$ cat src/rtl/xrq_pkg.sv
package xrq_pkg;
  localparam int ID_W   = 2;
  localparam int MD_W   = 2;
  localparam int SZ_W   = 3;
  localparam int WORD_W = ID_W + MD_W + SZ_W;
  localparam int NUM_Q  = (1 << ID_W) - 1;

  typedef enum logic [2:0] {
    ACT_NOP,
    ACT_QUEUE,
    ACT_HS,
    ACT_STOP,
    ACT_FLUSH
  } act_e;

  // Classifies one command word; flush is tested before stop because both have md != 0.
  function automatic act_e classify(logic [WORD_W-1:0] w);
    logic [ID_W-1:0] id;
    logic [MD_W-1:0] md;
    logic [SZ_W-1:0] sz;
    id = w[WORD_W-1 -: ID_W];
    md = w[SZ_W +: MD_W];
    sz = w[SZ_W-1:0];
    if (id != '0) return ACT_QUEUE;
    if (md == 2'b10 && sz == 3'b110) return ACT_FLUSH;
    if (md != '0 && sz == 3'b111) return ACT_STOP;
    if (md == '0 && sz != 3'b101 && sz != 3'b110) return ACT_HS;
    return ACT_NOP;
  endfunction

  function automatic logic [ID_W-1:0] word_id(logic [WORD_W-1:0] w);
    return w[WORD_W-1 -: ID_W];
  endfunction
endpackage

$ cat src/rtl/xrq_decode.sv
module xrq_decode
  import xrq_pkg::*;
(
  input  logic              cmd_valid,
  input  logic [WORD_W-1:0] cmd_word,
  input  logic              ch0_busy,
  output logic [NUM_Q-1:0]  push_req,
  output logic              hs_acc,
  output logic              stop_req,
  output logic              flush_acc
);
  act_e            act;
  logic [ID_W-1:0] id;

  assign act = classify(cmd_word);
  assign id  = word_id(cmd_word);

  assign hs_acc    = cmd_valid && (act == ACT_HS) && !ch0_busy;
  assign stop_req  = cmd_valid && (act == ACT_STOP) && !ch0_busy;
  assign flush_acc = cmd_valid && (act == ACT_FLUSH);

  for (genvar i = 0; i < NUM_Q; i++) begin : g_sel
    assign push_req[i] = cmd_valid && (act == ACT_QUEUE) && (id == ID_W'(i + 1));
  end
endmodule

$ cat src/rtl/xrq_count_q.sv
module xrq_count_q #(
  parameter int DEPTH = 4
) (
  input  logic clk,
  input  logic rst_n,
  input  logic push,
  input  logic ready,
  input  logic flush,
  output logic valid,
  output logic push_acc
);
  localparam int CW = $clog2(DEPTH + 1);

  logic [CW-1:0] cnt, cnt_nxt;
  logic          pop_acc;

  assign valid    = (cnt != '0);
  assign pop_acc  = valid && ready && !flush;
  assign push_acc = push && !flush && ((cnt < CW'(DEPTH)) || pop_acc);

  always_comb begin
    cnt_nxt = cnt;
    if (flush)                    cnt_nxt = '0;
    else if (push_acc && !pop_acc) cnt_nxt = cnt + CW'(1);
    else if (!push_acc && pop_acc) cnt_nxt = cnt - CW'(1);
  end

  always_ff @(posedge clk) begin
    if (!rst_n) cnt <= '0;
    else        cnt <= cnt_nxt;
  end
endmodule

$ cat src/rtl/xrq_ch0_ctrl.sv
module xrq_ch0_ctrl (
  input  logic clk,
  input  logic rst_n,
  input  logic hs_acc,
  input  logic stop_req,
  input  logic flush_acc,
  input  logic take,
  input  logic cpu_set,
  input  logic freeze_mode,
  output logic pend,
  output logic en,
  output logic fpulse,
  output logic fclr
);
  always_ff @(posedge clk) begin
    if (!rst_n) begin
      pend   <= 1'b0;
      en     <= 1'b0;
      fpulse <= 1'b0;
      fclr   <= 1'b0;
    end else begin
      if (flush_acc)   pend <= 1'b0;
      else if (hs_acc) pend <= 1'b1;
      else if (take)   pend <= 1'b0;
      if (cpu_set)       en <= 1'b1;
      else if (stop_req) en <= 1'b0;
      fpulse <= flush_acc;
      fclr   <= flush_acc && freeze_mode;
    end
  end
endmodule

$ cat src/rtl/xfer_req_decoder.sv
module xfer_req_decoder
  import xrq_pkg::*;
#(
  parameter int QDEPTH = 4
) (
  input  logic              clk,
  input  logic              rst_n,
  input  logic              cmd_valid,
  input  logic [WORD_W-1:0] cmd_word,
  input  logic              ch0_busy,
  input  logic              ch0_take,
  input  logic              cpu_en_set,
  input  logic              freeze_recover,
  input  logic [NUM_Q-1:0]  q_ready,
  output logic [NUM_Q-1:0]  q_valid,
  output logic              ch0_req,
  output logic              ch0_en,
  output logic              flush_pulse,
  output logic              freeze_clr
);
  // Internal events, named so the checker can observe them.
  logic [NUM_Q-1:0] push_req;
  logic [NUM_Q-1:0] push_acc;
  logic             hs_acc;
  logic             stop_req;
  logic             flush_acc;

  xrq_decode u_dec (
    .cmd_valid (cmd_valid),
    .cmd_word  (cmd_word),
    .ch0_busy  (ch0_busy),
    .push_req  (push_req),
    .hs_acc    (hs_acc),
    .stop_req  (stop_req),
    .flush_acc (flush_acc)
  );

  for (genvar i = 0; i < NUM_Q; i++) begin : g_q
    xrq_count_q #(.DEPTH(QDEPTH)) u_q (
      .clk      (clk),
      .rst_n    (rst_n),
      .push     (push_req[i]),
      .ready    (q_ready[i]),
      .flush    (flush_acc),
      .valid    (q_valid[i]),
      .push_acc (push_acc[i])
    );
  end

  xrq_ch0_ctrl u_ch0 (
    .clk         (clk),
    .rst_n       (rst_n),
    .hs_acc      (hs_acc),
    .stop_req    (stop_req),
    .flush_acc   (flush_acc),
    .take        (ch0_take),
    .cpu_set     (cpu_en_set),
    .freeze_mode (freeze_recover),
    .pend        (ch0_req),
    .en          (ch0_en),
    .fpulse      (flush_pulse),
    .fclr        (freeze_clr)
  );
endmodule

$ cat config.mk
export PLATFORM = sky130hd
export DESIGN_NAME = xfer_req_decoder
export DESIGN_NICKNAME = d
export VERILOG_FILES = /design/src/rtl/xrq_pkg.sv /design/src/rtl/xrq_decode.sv /design/src/rtl/xrq_count_q.sv /design/src/rtl/xrq_ch0_ctrl.sv /design/src/rtl/xfer_req_decoder.sv
export SDC_FILE = /design/constraint.sdc
export NUM_CORES = 1
export LEC_CHECK = 0
export BUFFER_PORTS_ARGS = -buffer_cell sky130_fd_sc_hd__buf_2
export CAP_MARGIN = 20
export CORE_UTILIZATION = 28
export DETAILED_ROUTE_END_ITERATION = 16
export GPL_ROUTABILITY_DRIVEN = 0
export PLACE_DENSITY_LB_ADDON = 0.25
export SLEW_MARGIN = 25
export SYNTH_ARGS = -nofsm -noshare
export SYNTH_HDL_FRONTEND = slang
export SYNTH_SLANG_ARGS = --single-unit
$ cat constraint.sdc
create_clock -name clk -period 4.78 [get_ports clk]
set_input_delay 0.717 -clock clk [delete_from_list [all_inputs] [get_ports clk]]
set_output_delay 0.717 -clock clk [all_outputs]
set_load 0.1 [all_outputs]
==> results.toml <==
[run_status]
outcome = "finished clean"

[detailed_routing]
routed_wl_mm = 1.462
drtIter0Drc = 9
wl_per_cell_um = 10.75
drc = 0
dr_total_vias = 638
dr.pass1.iters = 3
viasPerCell = 4.691
ant_nets = 0

[floorplanning]
die_w_um = 54.30
die_area_um2 = 2948
num_io_pins = 24
start_util_pct = 30.36
core.rowCount = 18
core_area_um2 = 2522
die_y_um = 54.30

[global_route]
grt_usage_pct = 11.79
grt_pass1_wl_mm = 2.359
grt_max_degree = 11
antenna_found_initial = 0
grt-ovfl-total = 0
grt_pass1_vias = 582

[synth]
ys_seq_area_share_pct = 33.99
synthDistinctLibCells = 24
syn_area_um2 = 765.7
ys_warn_count = 0
avgSynthCellArea_um2 = 9.338
synth.area.top_cells = "dfxtp_1, xor2_1, fa_1, or3_1, ha_1"
synth-seq-cells = 13
syn_nets = 105
synthCells = 82
synth_top_area_share_pct = 33.99
yosysTopAreaCell = "dfxtp_1"

[power]
ir_worst_vdd_v = 0.0003773
power_density_nw_per_um2 = 621.6
p_leak_nw = 0.4401

[clock_tree]
post-cts-setup-buffers = 0
clock_sinks = 13
h-tree-depth = 1
clockRootBuffer = "clkbuf_4"
cts_resized = 0
hold_buffers = 0
cts_buffers = 3
clkTransAtPathRegs_ns = 0.08
cts_tree = "done"
clkLatencyLatePin_ns = 0.27
clk_path_buf_depth = 2

[run]
drv_cap = 0

[worst_setup_path]
critical_path_class = "primary input to flop"
crit_family = "simple AND/OR/NAND/NOR gates"
critical-path-max-stage-delay_ns = 0.43
start_kind = "primary input"
crit_cells = 10
arrival_ns = 3.09
crit_fanout = 5
cp_data_required_time_ns = 4.98
path_cells = "buf_2, or3b_4, or3_4, nand3_1, ha_1, inv_1, fa_1, xor2_1, or3_1, a21oi_1"
endpoint_kind = "flop"
slowest_stage = "or3b_4"
worstRegToRegCells = 8
cp_num_buf_inv = 2

[cells_and_area]
fin_area_um2 = 922.1
layout.cells.most_common = "buf_2"
drive_gt1_share_pct = 28.30
syn_to_final_growth_pct = 20.42
antenna-diode-count = 0
postLayoutCoreUtil_pct = 36.56
final_cell_mix = "buf_2, dfxtp_1, inv_1, nor2_1"
instances_no_fill = 136
seq_area_um2 = 260.3
multi_input_area_um2 = 452.9
nFillCells = 262
nets = 130

[placement]
placed_area_um2 = 895.9
place_inst = 132
dpl_worst_slack_ns = 1.595
numPortBuffers = 23
dp_hpwl_mm = 1.182

[timing]
hold_viol_final = 0
slew_headroom_pct = 67.32
period_minus_slack_ns = 2.888
skew_ns = 0.0002213
setup_viol = 0
finalSetupTns_ns = 0
clock.fmax_mhz = 346.3
slew_viol_final = 0
post-route-period-util_pct = 60.42
setup_ws_ns = 1.892
rsz0062_at_grt = "no"
tightest_slew_ns = 0.4901

[min_path]
hold_depth = 2
hold_class = "flop to flop"
cells by family after synthesis:
logic type      count (synthesis)  share of synthesized area [%]
simple gates                   29                          22.55
buf+inv                        11                          6.863
xor+xnor                        7                          8.007
compound gates                 13                          11.93
fa+ha+maj                       6                          12.75
mux                             3                          3.922
flops                          13                          33.99
layout make-up:
type | instances | share of cell area [%]
well taps | 30 | 4.071
multi-input cells | 58 | 49.12
flip-flops and latches | 13 | 28.22
inverters | 8 | 3.256
clock buffers | 4 | 2.849
repair buffers | 23 | 12.48
path summary, 6_finish.rpt:
| check | from | end | slack [ns] |
|---|---|---|---|
| max | cmd_word[6] | g_q[2].u_q.cnt[2]$_SDFFE_PP0P_ | 1.89 |
| min | u_ch0.en$_SDFFE_PN0P_ | u_ch0.en$_SDFFE_PN0P_ | 0.48 |
| max reg2reg | g_q[0].u_q.cnt[0]$_SDFFE_PP0P_ | g_q[0].u_q.cnt[2]$_SDFFE_PP0P_ | 2.58 |
| min reg2reg | u_ch0.en$_SDFFE_PN0P_ | u_ch0.en$_SDFFE_PN0P_ | 0.48 |
state kept, by name, indices dropped and copies added (netlist names):
signal,cells
u_ch0.fpulse,1
u_ch0.en,1
u_ch0.pend,1
u_ch0.fclr,1
g_q.u_q.cnt,9
worst reg2reg max path: cells and delay by family (launching register included):
kind	cells	cell delay, ns
and+or+nand+nor	3	0.82
adders and majority gates	2	0.63
DFF	1	0.35
xor gates and xnor gates	1	0.15
AOI/OAI and AO/OA	1	0.13
buffers and inverters	1	0.07
through the flow:
| stage | hold WS, ns | power (mW) |
|---|---|---|
| finish | 0.4782 | 0.5732 |
| CTS | 0.4888 | 0.5807 |
| floorplan | 0.4631 | 0.4804 |
| detailed placement | 0.4721 | 0.5112 |
| global placement | 0.4776 | 0.5058 |
| global route | 0.5178 | 0.6150 |
cells in the mapped netlist:
cell	n
a211oi_1	1
a21oi_1	5
buf_4	3
dfxtp_1	13
fa_1	3
ha_1	3
inv_1	8
mux2i_1	3
nand2_1	1
nand3_1	4
nand4b_1	2
nor2_1	8
nor2b_1	2
nor3_1	1
nor3_2	1
nor3b_1	1
o21ai_0	4
o21ba_1	1
o31ai_1	1
o31ai_4	1
or3_1	7
or3_4	1
or3b_4	1
xor2_1	7
power breakdown:
group / leakage [nW] / internal [mW] / switching [mW]
registers: 0.107 / 0.138 / 0.0268
clock network: 0.0150 / 0.0324 / 0.0342
logic: 0.318 / 0.0973 / 0.244
per-layer routing:
metal,wire length [um],vias to the layer above,GRT usage (%)
li1,-,332,-
met1,719,278,14.77
met2,592,23,17.48
met3,107,5,2.500
met4,42,0,8.974
met5,0,-,0
(Power assumes the default switching activity.)
